[config.mk]
export PLATFORM = sky130hd
export DESIGN_NAME = rtc_core
export DESIGN_NICKNAME = d
export VERILOG_FILES = /design/src/rtl/rtc_pkg.sv /design/src/rtl/rtc_prescale.sv /design/src/rtl/rtc_wrapctr.sv /design/src/rtl/rtc_timekeep.sv /design/src/rtl/rtc_irq.sv /design/src/rtl/rtc_core.sv
export SDC_FILE = /design/constraint.sdc
export NUM_CORES = 1
export LEC_CHECK = 0
export BUFFER_PORTS_ARGS = -buffer_cell sky130_fd_sc_hd__buf_2
export CORE_MARGIN = 4
export CORE_UTILIZATION = 62
export DETAILED_ROUTE_END_ITERATION = 7
export HOLD_SLACK_MARGIN = 0.08
export PLACE_DENSITY_LB_ADDON = 0.08
export SYNTH_ARGS = -nofsm -noshare
export SYNTH_HDL_FRONTEND = slang
export SYNTH_SLANG_ARGS = --single-unit
[constraint.sdc]
create_clock -name clk -period 5.05 [get_ports clk]
set_input_delay 0.2525 -clock clk [delete_from_list [all_inputs] [get_ports clk]]
set_output_delay 0.2525 -clock clk [all_outputs]
set_load 0.01 [all_outputs]
[src/rtl/rtc_pkg.sv]
package rtc_pkg;

    localparam int WORD_W   = 32;
    localparam int SEC_W    = 6;
    localparam int MIN_W    = 6;
    localparam int HOUR_W   = 5;
    localparam int DAY_W    = 32;
    localparam int SEC_MOD  = 60;
    localparam int MIN_MOD  = 60;
    localparam int HOUR_MOD = 24;
    localparam int ALM_W    = 8;

    localparam int EVT_N    = 5;
    localparam int CTRL_W   = EVT_N + 1;
    localparam int EV_SEC   = 0;
    localparam int EV_MIN   = 1;
    localparam int EV_HOUR  = 2;
    localparam int EV_DAY   = 3;
    localparam int EV_ALM   = 4;

    localparam int FLD_N    = 4;
    localparam int FLD_SEC  = 0;
    localparam int FLD_MIN  = 1;
    localparam int FLD_HOUR = 2;
    localparam int FLD_DAY  = 3;

    localparam int ALM_N    = 3;

    localparam int PK_MIN_SH  = 6;
    localparam int PK_HOUR_SH = 12;
    localparam int PK_DAY_SH  = 17;

    localparam logic [WORD_W-1:0] REV_WORD = 32'h0001_0000;

    localparam logic [7:0] OFS_SEC      = 8'h00;
    localparam logic [7:0] OFS_MIN      = 8'h04;
    localparam logic [7:0] OFS_HOUR     = 8'h08;
    localparam logic [7:0] OFS_DAY      = 8'h0C;
    localparam logic [7:0] OFS_ALM_SEC  = 8'h10;
    localparam logic [7:0] OFS_ALM_MIN  = 8'h14;
    localparam logic [7:0] OFS_ALM_HOUR = 8'h18;
    localparam logic [7:0] OFS_CTRL     = 8'h20;
    localparam logic [7:0] OFS_LD_SEC   = 8'h24;
    localparam logic [7:0] OFS_LD_MIN   = 8'h28;
    localparam logic [7:0] OFS_LD_HOUR  = 8'h2C;
    localparam logic [7:0] OFS_LD_DAY   = 8'h30;
    localparam logic [7:0] OFS_STATUS   = 8'h34;
    localparam logic [7:0] OFS_REV      = 8'h3C;
    localparam logic [7:0] OFS_PACKED   = 8'h44;

    typedef enum logic [0:0] {
        PS_IDLE  = 1'b0,
        PS_COUNT = 1'b1
    } ps_state_e;

    typedef struct packed {
        logic [DAY_W-1:0]  day;
        logic [HOUR_W-1:0] hour;
        logic [MIN_W-1:0]  min;
        logic [SEC_W-1:0]  sec;
    } tod_t;

endpackage

[src/rtl/rtc_prescale.sv]
module rtc_prescale
    import rtc_pkg::*;
#(
    parameter int CLK_HZ = 50_000_000
) (
    input  logic clk,
    input  logic rst_n,
    input  logic run_i,
    input  logic restart_i,
    output logic tick_o
);

    localparam int CNT_W = (CLK_HZ > 1) ? $clog2(CLK_HZ) : 1;
    localparam logic [CNT_W-1:0] CNT_LAST = CNT_W'(CLK_HZ - 1);

    ps_state_e        state_q, state_d;
    logic [CNT_W-1:0] cnt_q, cnt_d;

    // state register
    always_ff @(posedge clk or negedge rst_n) begin
        if (!rst_n) begin
            state_q <= PS_IDLE;
            cnt_q   <= '0;
        end else begin
            state_q <= state_d;
            cnt_q   <= cnt_d;
        end
    end

    // next state: start, restart, wrap, stop
    always_comb begin
        state_d = state_q;
        cnt_d   = cnt_q;
        unique case (state_q)
            PS_IDLE: begin
                cnt_d = '0;
                if (restart_i) begin
                    state_d = PS_COUNT;
                end
            end
            PS_COUNT: begin
                if (restart_i) begin
                    cnt_d = '0;
                end else if (!run_i) begin
                    state_d = PS_IDLE;
                    cnt_d   = '0;
                end else if (cnt_q == CNT_LAST) begin
                    cnt_d = '0;
                end else begin
                    cnt_d = cnt_q + 1'b1;
                end
            end
            default: begin
                state_d = PS_IDLE;
                cnt_d   = '0;
            end
        endcase
    end

    // outputs
    always_comb begin
        tick_o = 1'b0;
        unique case (state_q)
            PS_IDLE:  tick_o = 1'b0;
            PS_COUNT: tick_o = run_i && !restart_i && (cnt_q == CNT_LAST);
            default:  tick_o = 1'b0;
        endcase
    end

endmodule

[src/rtl/rtc_wrapctr.sv]
module rtc_wrapctr #(
    parameter int W      = 6,
    parameter int MODULO = 60
) (
    input  logic         clk,
    input  logic         rst_n,
    input  logic         clr_i,
    input  logic         inc_i,
    input  logic         ld_i,
    input  logic [W-1:0] ld_val_i,
    output logic [W-1:0] val_o,
    output logic [W-1:0] next_o,
    output logic         carry_o
);

    logic [W-1:0] val_q, val_d;
    logic         at_top;

    generate
        if (MODULO > 0) begin : g_mod
            localparam logic [W:0] TOP = (W+1)'(MODULO - 1);
            assign at_top = ({1'b0, val_q} >= TOP);
        end else begin : g_free
            assign at_top = &val_q;
        end
    endgenerate

    assign carry_o = inc_i & at_top;

    always_comb begin
        val_d = val_q;
        if (ld_i) begin
            val_d = ld_val_i;
        end else if (inc_i) begin
            val_d = at_top ? '0 : val_q + 1'b1;
        end
    end

    always_ff @(posedge clk or negedge rst_n) begin
        if (!rst_n) begin
            val_q <= '0;
        end else if (clr_i) begin
            val_q <= '0;
        end else begin
            val_q <= val_d;
        end
    end

    assign val_o  = val_q;
    assign next_o = val_d;

endmodule

[src/rtl/rtc_timekeep.sv]
module rtc_timekeep
    import rtc_pkg::*;
(
    input  logic              clk,
    input  logic              rst_n,
    input  logic              clr_i,
    input  logic              tick_i,
    input  logic [FLD_N-1:0]  ld_en_i,
    input  logic [WORD_W-1:0] ld_val_i,
    input  logic [ALM_N-1:0]  alm_we_i,
    input  logic [ALM_W-1:0]  alm_val_i,
    input  logic              alm_en_i,
    output tod_t              tod_o,
    output logic [ALM_W-1:0]  alm_sec_o,
    output logic [ALM_W-1:0]  alm_min_o,
    output logic [ALM_W-1:0]  alm_hour_o,
    output logic [EVT_N-1:0]  evt_o
);

    logic              c_sec, c_min, c_hour, c_day;
    logic [SEC_W-1:0]  n_sec;
    logic [MIN_W-1:0]  n_min;
    logic [HOUR_W-1:0] n_hour;
    logic [DAY_W-1:0]  n_day;
    logic [ALM_W-1:0]  alm_sec_q, alm_min_q, alm_hour_q;
    logic              alm_hit;

    rtc_wrapctr #(.W(SEC_W), .MODULO(SEC_MOD)) u_sec (
        .clk(clk), .rst_n(rst_n), .clr_i(clr_i), .inc_i(tick_i),
        .ld_i(ld_en_i[FLD_SEC]), .ld_val_i(ld_val_i[SEC_W-1:0]),
        .val_o(tod_o.sec), .next_o(n_sec), .carry_o(c_sec)
    );

    rtc_wrapctr #(.W(MIN_W), .MODULO(MIN_MOD)) u_min (
        .clk(clk), .rst_n(rst_n), .clr_i(clr_i), .inc_i(c_sec),
        .ld_i(ld_en_i[FLD_MIN]), .ld_val_i(ld_val_i[MIN_W-1:0]),
        .val_o(tod_o.min), .next_o(n_min), .carry_o(c_min)
    );

    rtc_wrapctr #(.W(HOUR_W), .MODULO(HOUR_MOD)) u_hour (
        .clk(clk), .rst_n(rst_n), .clr_i(clr_i), .inc_i(c_min),
        .ld_i(ld_en_i[FLD_HOUR]), .ld_val_i(ld_val_i[HOUR_W-1:0]),
        .val_o(tod_o.hour), .next_o(n_hour), .carry_o(c_hour)
    );

    rtc_wrapctr #(.W(DAY_W), .MODULO(0)) u_day (
        .clk(clk), .rst_n(rst_n), .clr_i(clr_i), .inc_i(c_hour),
        .ld_i(ld_en_i[FLD_DAY]), .ld_val_i(ld_val_i[DAY_W-1:0]),
        .val_o(tod_o.day), .next_o(n_day), .carry_o(c_day)
    );

    always_ff @(posedge clk or negedge rst_n) begin
        if (!rst_n) begin
            alm_sec_q  <= '0;
            alm_min_q  <= '0;
            alm_hour_q <= '0;
        end else if (clr_i) begin
            alm_sec_q  <= '0;
            alm_min_q  <= '0;
            alm_hour_q <= '0;
        end else begin
            if (alm_we_i[0]) alm_sec_q  <= alm_val_i;
            if (alm_we_i[1]) alm_min_q  <= alm_val_i;
            if (alm_we_i[2]) alm_hour_q <= alm_val_i;
        end
    end

    // compare against the values the counters take at this edge
    assign alm_hit = tick_i && alm_en_i
                   && (ALM_W'(n_sec)  == alm_sec_q)
                   && (ALM_W'(n_min)  == alm_min_q)
                   && (ALM_W'(n_hour) == alm_hour_q);

    always_comb begin
        evt_o          = '0;
        evt_o[EV_SEC]  = tick_i;
        evt_o[EV_MIN]  = c_sec;
        evt_o[EV_HOUR] = c_min;
        evt_o[EV_DAY]  = c_hour;
        evt_o[EV_ALM]  = alm_hit;
    end

    assign alm_sec_o  = alm_sec_q;
    assign alm_min_o  = alm_min_q;
    assign alm_hour_o = alm_hour_q;

    // the day carry-out has no consumer; fold it into nothing observable
    logic unused_day;
    assign unused_day = c_day ^ (|n_day);

endmodule

[src/rtl/rtc_irq.sv]
module rtc_irq
    import rtc_pkg::*;
(
    input  logic             clk,
    input  logic             rst_n,
    input  logic [EVT_N-1:0] evt_i,
    input  logic [EVT_N-1:0] en_i,
    input  logic             clr_we_i,
    input  logic [EVT_N-1:0] clr_bits_i,
    input  logic             emit_i,
    output logic [EVT_N-1:0] status_o,
    output logic [EVT_N-1:0] pulse_o,
    output logic             level_o
);

    logic [EVT_N-1:0] status_q, status_d, clr_mask;
    logic             emit_q;

    assign clr_mask = clr_we_i ? clr_bits_i : '0;
    assign status_d = (status_q & ~clr_mask) | (evt_i & en_i);

    always_ff @(posedge clk or negedge rst_n) begin
        if (!rst_n) begin
            status_q <= '0;
            emit_q   <= 1'b0;
        end else begin
            status_q <= status_d;
            emit_q   <= emit_i;
        end
    end

    genvar g;
    generate
        for (g = 0; g < EVT_N; g++) begin : g_pulse
            assign pulse_o[g] = emit_q & status_q[g] & en_i[g];
        end
    endgenerate

    assign level_o  = status_q[EV_ALM] & en_i[EV_ALM];
    assign status_o = status_q;

endmodule

[src/rtl/rtc_core.sv]
module rtc_core
    import rtc_pkg::*;
#(
    parameter int CLK_HZ = 50_000_000,
    parameter int ADDR_W = 8
) (
    input  logic              clk,
    input  logic              rst_n,
    input  logic              tod_clear,
    input  logic [ADDR_W-1:0] bus_addr,
    input  logic              bus_we,
    input  logic [WORD_W-1:0] bus_wdata,
    output logic [WORD_W-1:0] bus_rdata,
    output logic              irq_alarm_lvl,
    output logic              irq_alarm_pls,
    output logic              irq_sec,
    output logic              irq_min,
    output logic              irq_hour,
    output logic              irq_day
);

    logic [CTRL_W-1:0] ctrl_q;
    logic              tick;
    logic              wr_ctrl, wr_stat, restart;
    logic [FLD_N-1:0]  ld_en;
    logic [ALM_N-1:0]  alm_we;
    tod_t              tod;
    logic [ALM_W-1:0]  alm_sec, alm_min, alm_hour;
    logic [EVT_N-1:0]  evt, status, irq_pulse;

    // write decode
    assign wr_ctrl          = bus_we && (bus_addr == ADDR_W'(OFS_CTRL));
    assign wr_stat          = bus_we && (bus_addr == ADDR_W'(OFS_STATUS));
    assign ld_en[FLD_SEC]   = bus_we && (bus_addr == ADDR_W'(OFS_LD_SEC));
    assign ld_en[FLD_MIN]   = bus_we && (bus_addr == ADDR_W'(OFS_LD_MIN));
    assign ld_en[FLD_HOUR]  = bus_we && (bus_addr == ADDR_W'(OFS_LD_HOUR));
    assign ld_en[FLD_DAY]   = bus_we && (bus_addr == ADDR_W'(OFS_LD_DAY));
    assign alm_we[0]        = bus_we && (bus_addr == ADDR_W'(OFS_ALM_SEC));
    assign alm_we[1]        = bus_we && (bus_addr == ADDR_W'(OFS_ALM_MIN));
    assign alm_we[2]        = bus_we && (bus_addr == ADDR_W'(OFS_ALM_HOUR));
    assign restart          = wr_ctrl && bus_wdata[0];

    always_ff @(posedge clk or negedge rst_n) begin
        if (!rst_n) begin
            ctrl_q <= '0;
        end else if (wr_ctrl) begin
            ctrl_q <= bus_wdata[CTRL_W-1:0];
        end
    end

    rtc_prescale #(.CLK_HZ(CLK_HZ)) u_prescale (
        .clk       (clk),
        .rst_n     (rst_n),
        .run_i     (ctrl_q[0]),
        .restart_i (restart),
        .tick_o    (tick)
    );

    rtc_timekeep u_timekeep (
        .clk        (clk),
        .rst_n      (rst_n),
        .clr_i      (tod_clear),
        .tick_i     (tick),
        .ld_en_i    (ld_en),
        .ld_val_i   (bus_wdata),
        .alm_we_i   (alm_we),
        .alm_val_i  (bus_wdata[ALM_W-1:0]),
        .alm_en_i   (ctrl_q[EV_ALM+1]),
        .tod_o      (tod),
        .alm_sec_o  (alm_sec),
        .alm_min_o  (alm_min),
        .alm_hour_o (alm_hour),
        .evt_o      (evt)
    );

    rtc_irq u_irq (
        .clk        (clk),
        .rst_n      (rst_n),
        .evt_i      (evt),
        .en_i       (ctrl_q[CTRL_W-1:1]),
        .clr_we_i   (wr_stat),
        .clr_bits_i (bus_wdata[EVT_N-1:0]),
        .emit_i     (tick | wr_stat),
        .status_o   (status),
        .pulse_o    (irq_pulse),
        .level_o    (irq_alarm_lvl)
    );

    assign irq_sec       = irq_pulse[EV_SEC];
    assign irq_min       = irq_pulse[EV_MIN];
    assign irq_hour      = irq_pulse[EV_HOUR];
    assign irq_day       = irq_pulse[EV_DAY];
    assign irq_alarm_pls = irq_pulse[EV_ALM];

    // read mux
    always_comb begin
        bus_rdata = '0;
        case (bus_addr)
            ADDR_W'(OFS_SEC):      bus_rdata = WORD_W'(tod.sec);
            ADDR_W'(OFS_MIN):      bus_rdata = WORD_W'(tod.min);
            ADDR_W'(OFS_HOUR):     bus_rdata = WORD_W'(tod.hour);
            ADDR_W'(OFS_DAY):      bus_rdata = tod.day;
            ADDR_W'(OFS_ALM_SEC):  bus_rdata = WORD_W'(alm_sec);
            ADDR_W'(OFS_ALM_MIN):  bus_rdata = WORD_W'(alm_min);
            ADDR_W'(OFS_ALM_HOUR): bus_rdata = WORD_W'(alm_hour);
            ADDR_W'(OFS_CTRL):     bus_rdata = WORD_W'(ctrl_q);
            ADDR_W'(OFS_STATUS):   bus_rdata = WORD_W'(status);
            ADDR_W'(OFS_REV):      bus_rdata = REV_WORD;
            ADDR_W'(OFS_PACKED):   bus_rdata = (tod.day << PK_DAY_SH)
                                             | (WORD_W'(tod.hour) << PK_HOUR_SH)
                                             | (WORD_W'(tod.min) << PK_MIN_SH)
                                             | WORD_W'(tod.sec);
            default:               bus_rdata = '0;
        endcase
    end

endmodule

Word-level counts from Yosys, hierarchy flattened. Index checks and enable logic that the tools add are counted.

Register bits after elaboration: 112. Word-level logic and storage cells: 117. Output and inout port bits: 38. Input port bits: 44.

Magnitude comparators: 3. Equal/unequal tests: 18. Reductions and logical operators: 23. Mux-type cells: 33. Bitwise gates (word level): 23. Add/subtract/negate cells: 5.

Operators by type and width (count): 32-bit case mux with 11 select lines (1); 32-bit 2-to-1 mux (4); 26-bit 2-to-1 mux (3); 8-bit by 6-bit equality test with 1-bit output (second input constant) (7); 26-bit case mux with 2 select lines (1); 6-bit 2-to-1 mux (8); 8-bit 2-to-1 mux (6); 32-bit by 1-bit adder with 32-bit output (second input constant) (1); 32-bit by 12-bit bitwise OR with 32-bit output (1); 32-bit by 17-bit bitwise OR with 32-bit output (1); 32-bit by 6-bit bitwise OR with 32-bit output (1); 32-bit AND reduction (1); 26-bit by 1-bit adder with 26-bit output (second input constant) (1); 26-bit equality test (second input constant) (1); 5-bit 2-to-1 mux (5); 8-bit by 5-bit equality test with 1-bit output (second input constant) (3); 6-bit by 8-bit equality test with 1-bit output (2); 8-bit by 4-bit equality test with 1-bit output (second input constant) (2); 1-bit logical AND (16); 1-bit bitwise AND (14); 6-bit by 1-bit adder with 6-bit output (second input constant) (2); 6-bit greater-or-equal comparator (second input constant) (2); 5-bit bitwise AND (2); 5-bit by 8-bit equality test with 1-bit output (1); other kinds (14) (19).

Logic depth before layout (Yosys ltp).
Depth after elaboration: 15. Depth in mapped cells: 11. Gate-level depth less buffers: 9.

Modules after synthesis. Synthesis repeated with hierarchy kept, for this count alone.

Cell total of the unflattened synthesis: 867. Area total of the unflattened synthesis: 7862.5 µm².

Modules (own cells, without submodules): rtc_wrapctr (u_timekeep.u_day) (cells each 284, area an instance 2285.9 µm², times used 1, sequential area each 800.8 µm²); rtc_core (cells each 171, area an instance 1450.1 µm², times used 1, sequential area each 150.1 µm²); rtc_prescale (cells each 147, area an instance 1405.1 µm², times used 1, sequential area each 675.6 µm²); rtc_timekeep (cells each 108, area an instance 1198.6 µm², times used 1, sequential area each 600.6 µm²); rtc_wrapctr (u_timekeep.u_min ...) (cells each 49, area an instance 460.4 µm², times used 2, sequential area each 150.1 µm²); rtc_wrapctr (u_timekeep.u_hour) (cells each 37, area an instance 351.6 µm², times used 1, sequential area each 125.1 µm²); rtc_irq (cells each 22, area an instance 250.2 µm², times used 1, sequential area each 150.1 µm²).

Worst setup path after synthesis. No wires, ideal clock.

Path type: input port to flip-flop. Start: in bus_addr[3]. End: reg u_irq.status_q[4], in the netlist u_irq.status_o[4]. Setup time: 104 ps. Arrival: 3002 ps. Slack: 1944 ps. Buffers on the path: 3. Data required time: 4946 ps. Stages: 11. Cells stage by stage: buf_6 -> or4b_4 -> buf_6 -> or3_1 -> buf_6 -> and4b_4 -> a2111o_1 -> or4_4 -> nor3_2 -> nand4_1 -> o41ai_2.

Longest elaborated chain between the ends: 15. Elaborated cells between the ends (all ways): 35. Classes of those cells: eq/ne (8); mux (8); bitwise (6); reduce/logical (13).

Ends and longest elaborated chain: start, declared (RTL line rtc_core.sv:10) `input logic [ADDR_W-1:0] bus_addr,`; 8-bit by 6-bit equality test with 1-bit output (RTL line rtc_core.sv:32) `assign wr_ctrl = bus_we && (bus_addr == ADDR_W'(OFS_CTRL));`; 1-bit logical AND (RTL line rtc_core.sv:32); 1-bit logical AND (RTL line rtc_core.sv:41) `assign restart = wr_ctrl && bus_wdata[0];`; 1-bit zero test (RTL line rtc_prescale.sv:65) `PS_COUNT: tick_o = run_i && !restart_i && (cnt_q == CNT_LAST);`; 1-bit logical AND (2 in series) (RTL line rtc_prescale.sv:65); 1-bit case mux with 2 select lines (RTL line rtc_prescale.sv:63) `unique case (state_q)`; 1-bit bitwise AND or 6-bit 2-to-1 mux (tied branches) (RTL line rtc_wrapctr.sv:28, rtc_wrapctr.sv:34); 1-bit bitwise AND (tied with other cells) (RTL line rtc_wrapctr.sv:28) `assign carry_o = inc_i & at_top;`; 5-bit 2-to-1 mux (tied with other cells) (RTL line rtc_wrapctr.sv:34) `end else if (inc_i) begin`; 5-bit 2-to-1 mux (tied with other cells) (RTL line rtc_wrapctr.sv:32) `if (ld_i) begin`; 5-bit by 8-bit equality test with 1-bit output or 1-bit logical AND (tied branches) (RTL line rtc_timekeep.sv:72, rtc_timekeep.sv:71); 1-bit logical AND (RTL line rtc_timekeep.sv:72) `&& (ALM_W'(n_hour) == alm_hour_q);`; 5-bit bitwise AND (RTL line rtc_irq.sv:20) `assign status_d = (status_q & ~clr_mask) | (evt_i & en_i);`; 5-bit bitwise OR * (RTL line rtc_irq.sv:20); net u_irq.status_d[4] (RTL line rtc_irq.sv:16) `logic [EVT_N-1:0] status_q, status_d, clr_mask;`; end signal, assigned (RTL line rtc_irq.sv:27) `status_q <= status_d;`; end, declared (RTL line rtc_irq.sv:16).

The timed path passes the listed nets; every way through them passes the cells marked *. A chain may end at the register's enable or synchronous reset.

Worst setup path after layout.
Start: reg u_prescale.cnt_q[7]. End: reg u_irq.status_q[4], in the netlist u_irq.status_o[4].

Longest elaborated chain between the ends: 11. Elaborated cells between the ends (all ways): 20. Classes of those cells: eq/ne (4); mux (7); bitwise (4); reduce/logical (5).

Ends and longest elaborated chain: start, declared (RTL line rtc_prescale.sv:17) `logic [CNT_W-1:0] cnt_q, cnt_d;`; start signal, assigned (RTL line rtc_prescale.sv:26) `cnt_q <= cnt_d;`; 26-bit equality test * (RTL line rtc_prescale.sv:65); 1-bit logical AND * (RTL line rtc_prescale.sv:65); 1-bit case mux with 2 select lines * (RTL line rtc_prescale.sv:63); 1-bit bitwise AND or 6-bit 2-to-1 mux (tied branches) (RTL line rtc_wrapctr.sv:28, rtc_wrapctr.sv:34); 1-bit bitwise AND (tied with other cells) (RTL line rtc_wrapctr.sv:28); 5-bit 2-to-1 mux (tied with other cells) (RTL line rtc_wrapctr.sv:34); 5-bit 2-to-1 mux (tied with other cells) (RTL line rtc_wrapctr.sv:32); 5-bit by 8-bit equality test with 1-bit output or 1-bit logical AND (tied branches) (RTL line rtc_timekeep.sv:72, rtc_timekeep.sv:71); 1-bit logical AND * (RTL line rtc_timekeep.sv:72); 5-bit bitwise AND * (RTL line rtc_irq.sv:20); 5-bit bitwise OR * (RTL line rtc_irq.sv:20); net u_irq.status_d[4] (RTL line rtc_irq.sv:16).

Marked as above.

==> results.cfg <==
[run_status]
outcome = completed

[synth]
synth_edf_count = 0
synth_cells = 934
syn_avg_cell_area_um2 = 8.20
syn_nets = 983
ys_warn_count = 0
syn_area_um2 = 7660
yosys_most_used_dff = dfrtp_1
ys_types = 72
synth_seq_area_share_pct = 36.6
ys_ff_latch = 112
postSynth.asyncResetShare_pct = 100

[critical_path]
startpoint_type = register
critPathSlowestCell = nand4_1
cpMostUsedCell = nand4_1
crit_buf_inv = 0
arrival_ns = 4.19
crit_type = reg -> reg
cp-end-kind = register
cp.required_ns = 5.30
cpPeakStageDelay_ns = 0.71
cp_cell_sequence = or4b_1 > nor4_1 > nand4_1 > o21ai_0 > xnor2_1 > a2111oi_0 > nand4_1 > o41ai_2
cpLargestDelayFamily = simple AND/OR/NAND/NOR gates
worst-path-max-fanout = 15

[sta]
finalCritPeriodShare_pct = 77.9
setup_viol = 0
setup-tns-final_ns = 0
worst_pin_slew_ns = 1.20
max_freq_mhz = 254
whs_ns = 0.129
relSlewSlack_pct = 18.7
slew_violations = 0
fin_skew_ns = 0.0106
rsz0062_at_grt = false
period_minus_slack_ns = 3.94
hold_viol = 0

[clocking]
cts_sinks = 112
post_cts_buffers = 0
clock-root-buffer = clkbuf_16
cts_tree = done
ctsHoldBuffers = 1
ctsResizeCount = 0
clkLatencyLatePin_ns = 0.37
ctsLongestPathBuffers = 2
numCtsBuffers = 9
clkSlewWorstSetupHoldPaths_ns = 0.08
htreeDepth = 3

[die]
fp.dieW_um = 119
row_count = 40
die-area_um2 = 14200
start_util_pct = 63.5
core_area_um2 = 12100
die_h_um = 119
io_pins = 82

[placement]
place_area_um2 = 8080
port_buffers = 81
dp_hpwl_um = 19400
place.gp.congestion = 1.04

[worst_hold_path]
min_path_type = in -> reg

[detailed_routing]
drt-vias-per-instance = 7.09
drt_first_iter_violations = 1223
via_count = 8120
wirelength_um = 27100
ant_nets = 0
drcViolationCount = 0
first_pass_iters = 6
post_drt_wl_per_cell_um = 23.7

[power]
max-vdd-ir-drop_v = 0.000198
p_leak_uw = 0.00358
p_per_area_nw_per_um2 = 213

[cells_and_area]
layout-drive-gt1-share_pct = 12.7
syn_to_final_growth_pct = 9.80
fin_nets = 1021
final_area_um2 = 8410
antenna_cells = 0
utilization_pct = 69.7

[grt]
track_usage_pct = 37.7
antenna_found_initial = 0
grt_pass1_wl_um = 42400
grt.overflow.total = 0
grt_pass1_vias = 7794
grt_max_degree = 66

[flow_run]
maxCapViolCount = 0
## power breakdown
| part | switching (uW) | leakage (uW) | total [uW] | internal [uW] |
|---|---|---|---|---|
| clock | 372 | 0.000156 | 780 | 408 |
| combinational | 77.6 | 0.00186 | 106 | 28.4 |
| sequential | 6.69 | 0.00156 | 906 | 900 |
| total | 457 | 0.00358 | 1790 | 1340 |
## final cells by class
type | count | area [um^2]
Clock inverter | 6 | 75.1
Timing Repair Buffer | 90 | 478
Fill cell | 967 | 3650
Multi-Input combinational cell | 741 | 4540
Inverter | 18 | 67.6
Tap cell | 168 | 210
Clock buffer | 10 | 239
Sequential cell | 112 | 2800
## tightest hold or removal path: stages
cell,delay [ns]
buf_2,0.10
nand2_1,0.05
a21oi_1,0.05
## placed cells by master (no fill, tap or decap), types with 12 or more instances in the layout
master	n
and3_1	25
mux2i_1	25
dfrtp_1	112
a22o_1	34
buf_2	80
a211oi_1	22
nor3_1	17
a22oi_1	14
or3_1	12
xor2_1	26
nand4_1	26
a21oi_1	48
nand2_1	101
xnor2_1	22
nor4_1	17
inv_1	18
nor2_1	130
o21ai_0	38
nand3_1	42
and2_1	12
## metrics by stage
stage / setup slack (ns) / std cells / total power [uW]
6_report: 1.11 / 1145 / 1790
5_1_grt: 0.814 / 1145 / 1840
4_1_cts: 1.30 / 1145 / 1780
3_5_place_dp: 1.32 / 1128 / 1030
3_3_place_gp: 1.46 / 1128 / 1020
2_1_floorplan: 1.94 / 934 / 966
## kinds of logic (layout without fill, tap and decap cells)
kind of cell,count (synthesis),in the layout,share of synthesized area [%]
simple gates,428,428,27.5
buf+inv,81,124,4.28
mux,31,31,4.15
compound gates,229,229,21.2
flops,112,112,36.6
xor+xnor,48,48,5.49
fa+ha+maj,5,5,0.817
## flip-flops by register name (all words and copies together), names as in the netlist
signal / cells
u_irq.status_o: 5
u_timekeep.u_min.val_o: 6
u_prescale.cnt_q: 26
u_timekeep.alm_sec_o: 8
u_irq.emit_q: 1
u_timekeep.u_hour.val_o: 5
u_timekeep.alm_min_o: 8
u_timekeep.u_sec.val_o: 6
u_timekeep.u_day.val_o: 32
u_timekeep.alm_hour_o: 8
ctrl_q: 6
u_prescale.state_q: 1
## Yosys cell counts, types with 3 or more instances
library cell | number | area [um^2]
a211oi_1 | 22 | 165
a21oi_1 | 48 | 240
a221oi_1 | 8 | 70.1
a222oi_1 | 4 | 40.0
a22o_1 | 34 | 298
a22oi_1 | 14 | 105
a311oi_1 | 5 | 43.8
a31oi_1 | 5 | 31.3
a32o_1 | 3 | 30.0
a32oi_1 | 3 | 26.3
and2_1 | 12 | 75.1
and3_1 | 25 | 156
and4_1 | 6 | 52.6
buf_6 | 3 | 33.8
clkbuf_1 | 58 | 218
dfrtp_1 | 112 | 2800
ha_1 | 5 | 62.6
inv_1 | 18 | 67.6
mux2_2 | 6 | 67.6
mux2i_1 | 25 | 250
nand2_1 | 101 | 379
nand2b_1 | 8 | 50.1
nand3_1 | 42 | 210
nand4_1 | 26 | 163
nor2_1 | 131 | 492
nor2b_1 | 5 | 31.3
nor3_1 | 17 | 85.1
nor4_1 | 18 | 113
nor4b_1 | 3 | 26.3
o2111ai_1 | 3 | 26.3
o211ai_1 | 5 | 37.5
o21ai_0 | 38 | 190
o22ai_1 | 5 | 31.3
o31ai_1 | 7 | 52.6
or3_1 | 12 | 75.1
or4_1 | 3 | 22.5
xnor2_1 | 22 | 193
xor2_1 | 26 | 228
## path summary, 6_finish.rpt
path	startpoint	to	slack [ns]	cells past startpoint
worst max-delay path	u_prescale.cnt_q[7]$_DFF_PN0_	u_irq.status_o[4]$_DFF_PN0_	1.11	8
worst min-delay path	bus_wdata[15]	u_timekeep.u_day.val_o[15]$_DFFE_PN0P_	0.13	3
worst max register to register	u_prescale.cnt_q[7]$_DFF_PN0_	u_irq.status_o[4]$_DFF_PN0_	1.11	8
min in group asynchronous	rst_n	u_timekeep.u_day.val_o[30]$_DFFE_PN0P_	0.45	2
max in group asynchronous	rst_n	u_timekeep.u_sec.val_o[0]$_DFF_PN0_	3.25	3
worst min register to register	u_prescale.cnt_q[0]$_DFF_PN0_	u_prescale.cnt_q[0]$_DFF_PN0_	0.48	1
## metal layers
| metal | GRT usage [%] | wire length [um] | vias up |
|---|---|---|---|
| met3 | 8.97 | 3640 | 103 |
| met2 | 56.7 | 12000 | 637 |
| li1 | - | - | 3517 |
| met5 | 0 | 0 | - |
| met4 | 17.2 | 1050 | 0 |
| met1 | 51.8 | 10400 | 3863 |
(Power assumes the default switching activity.)
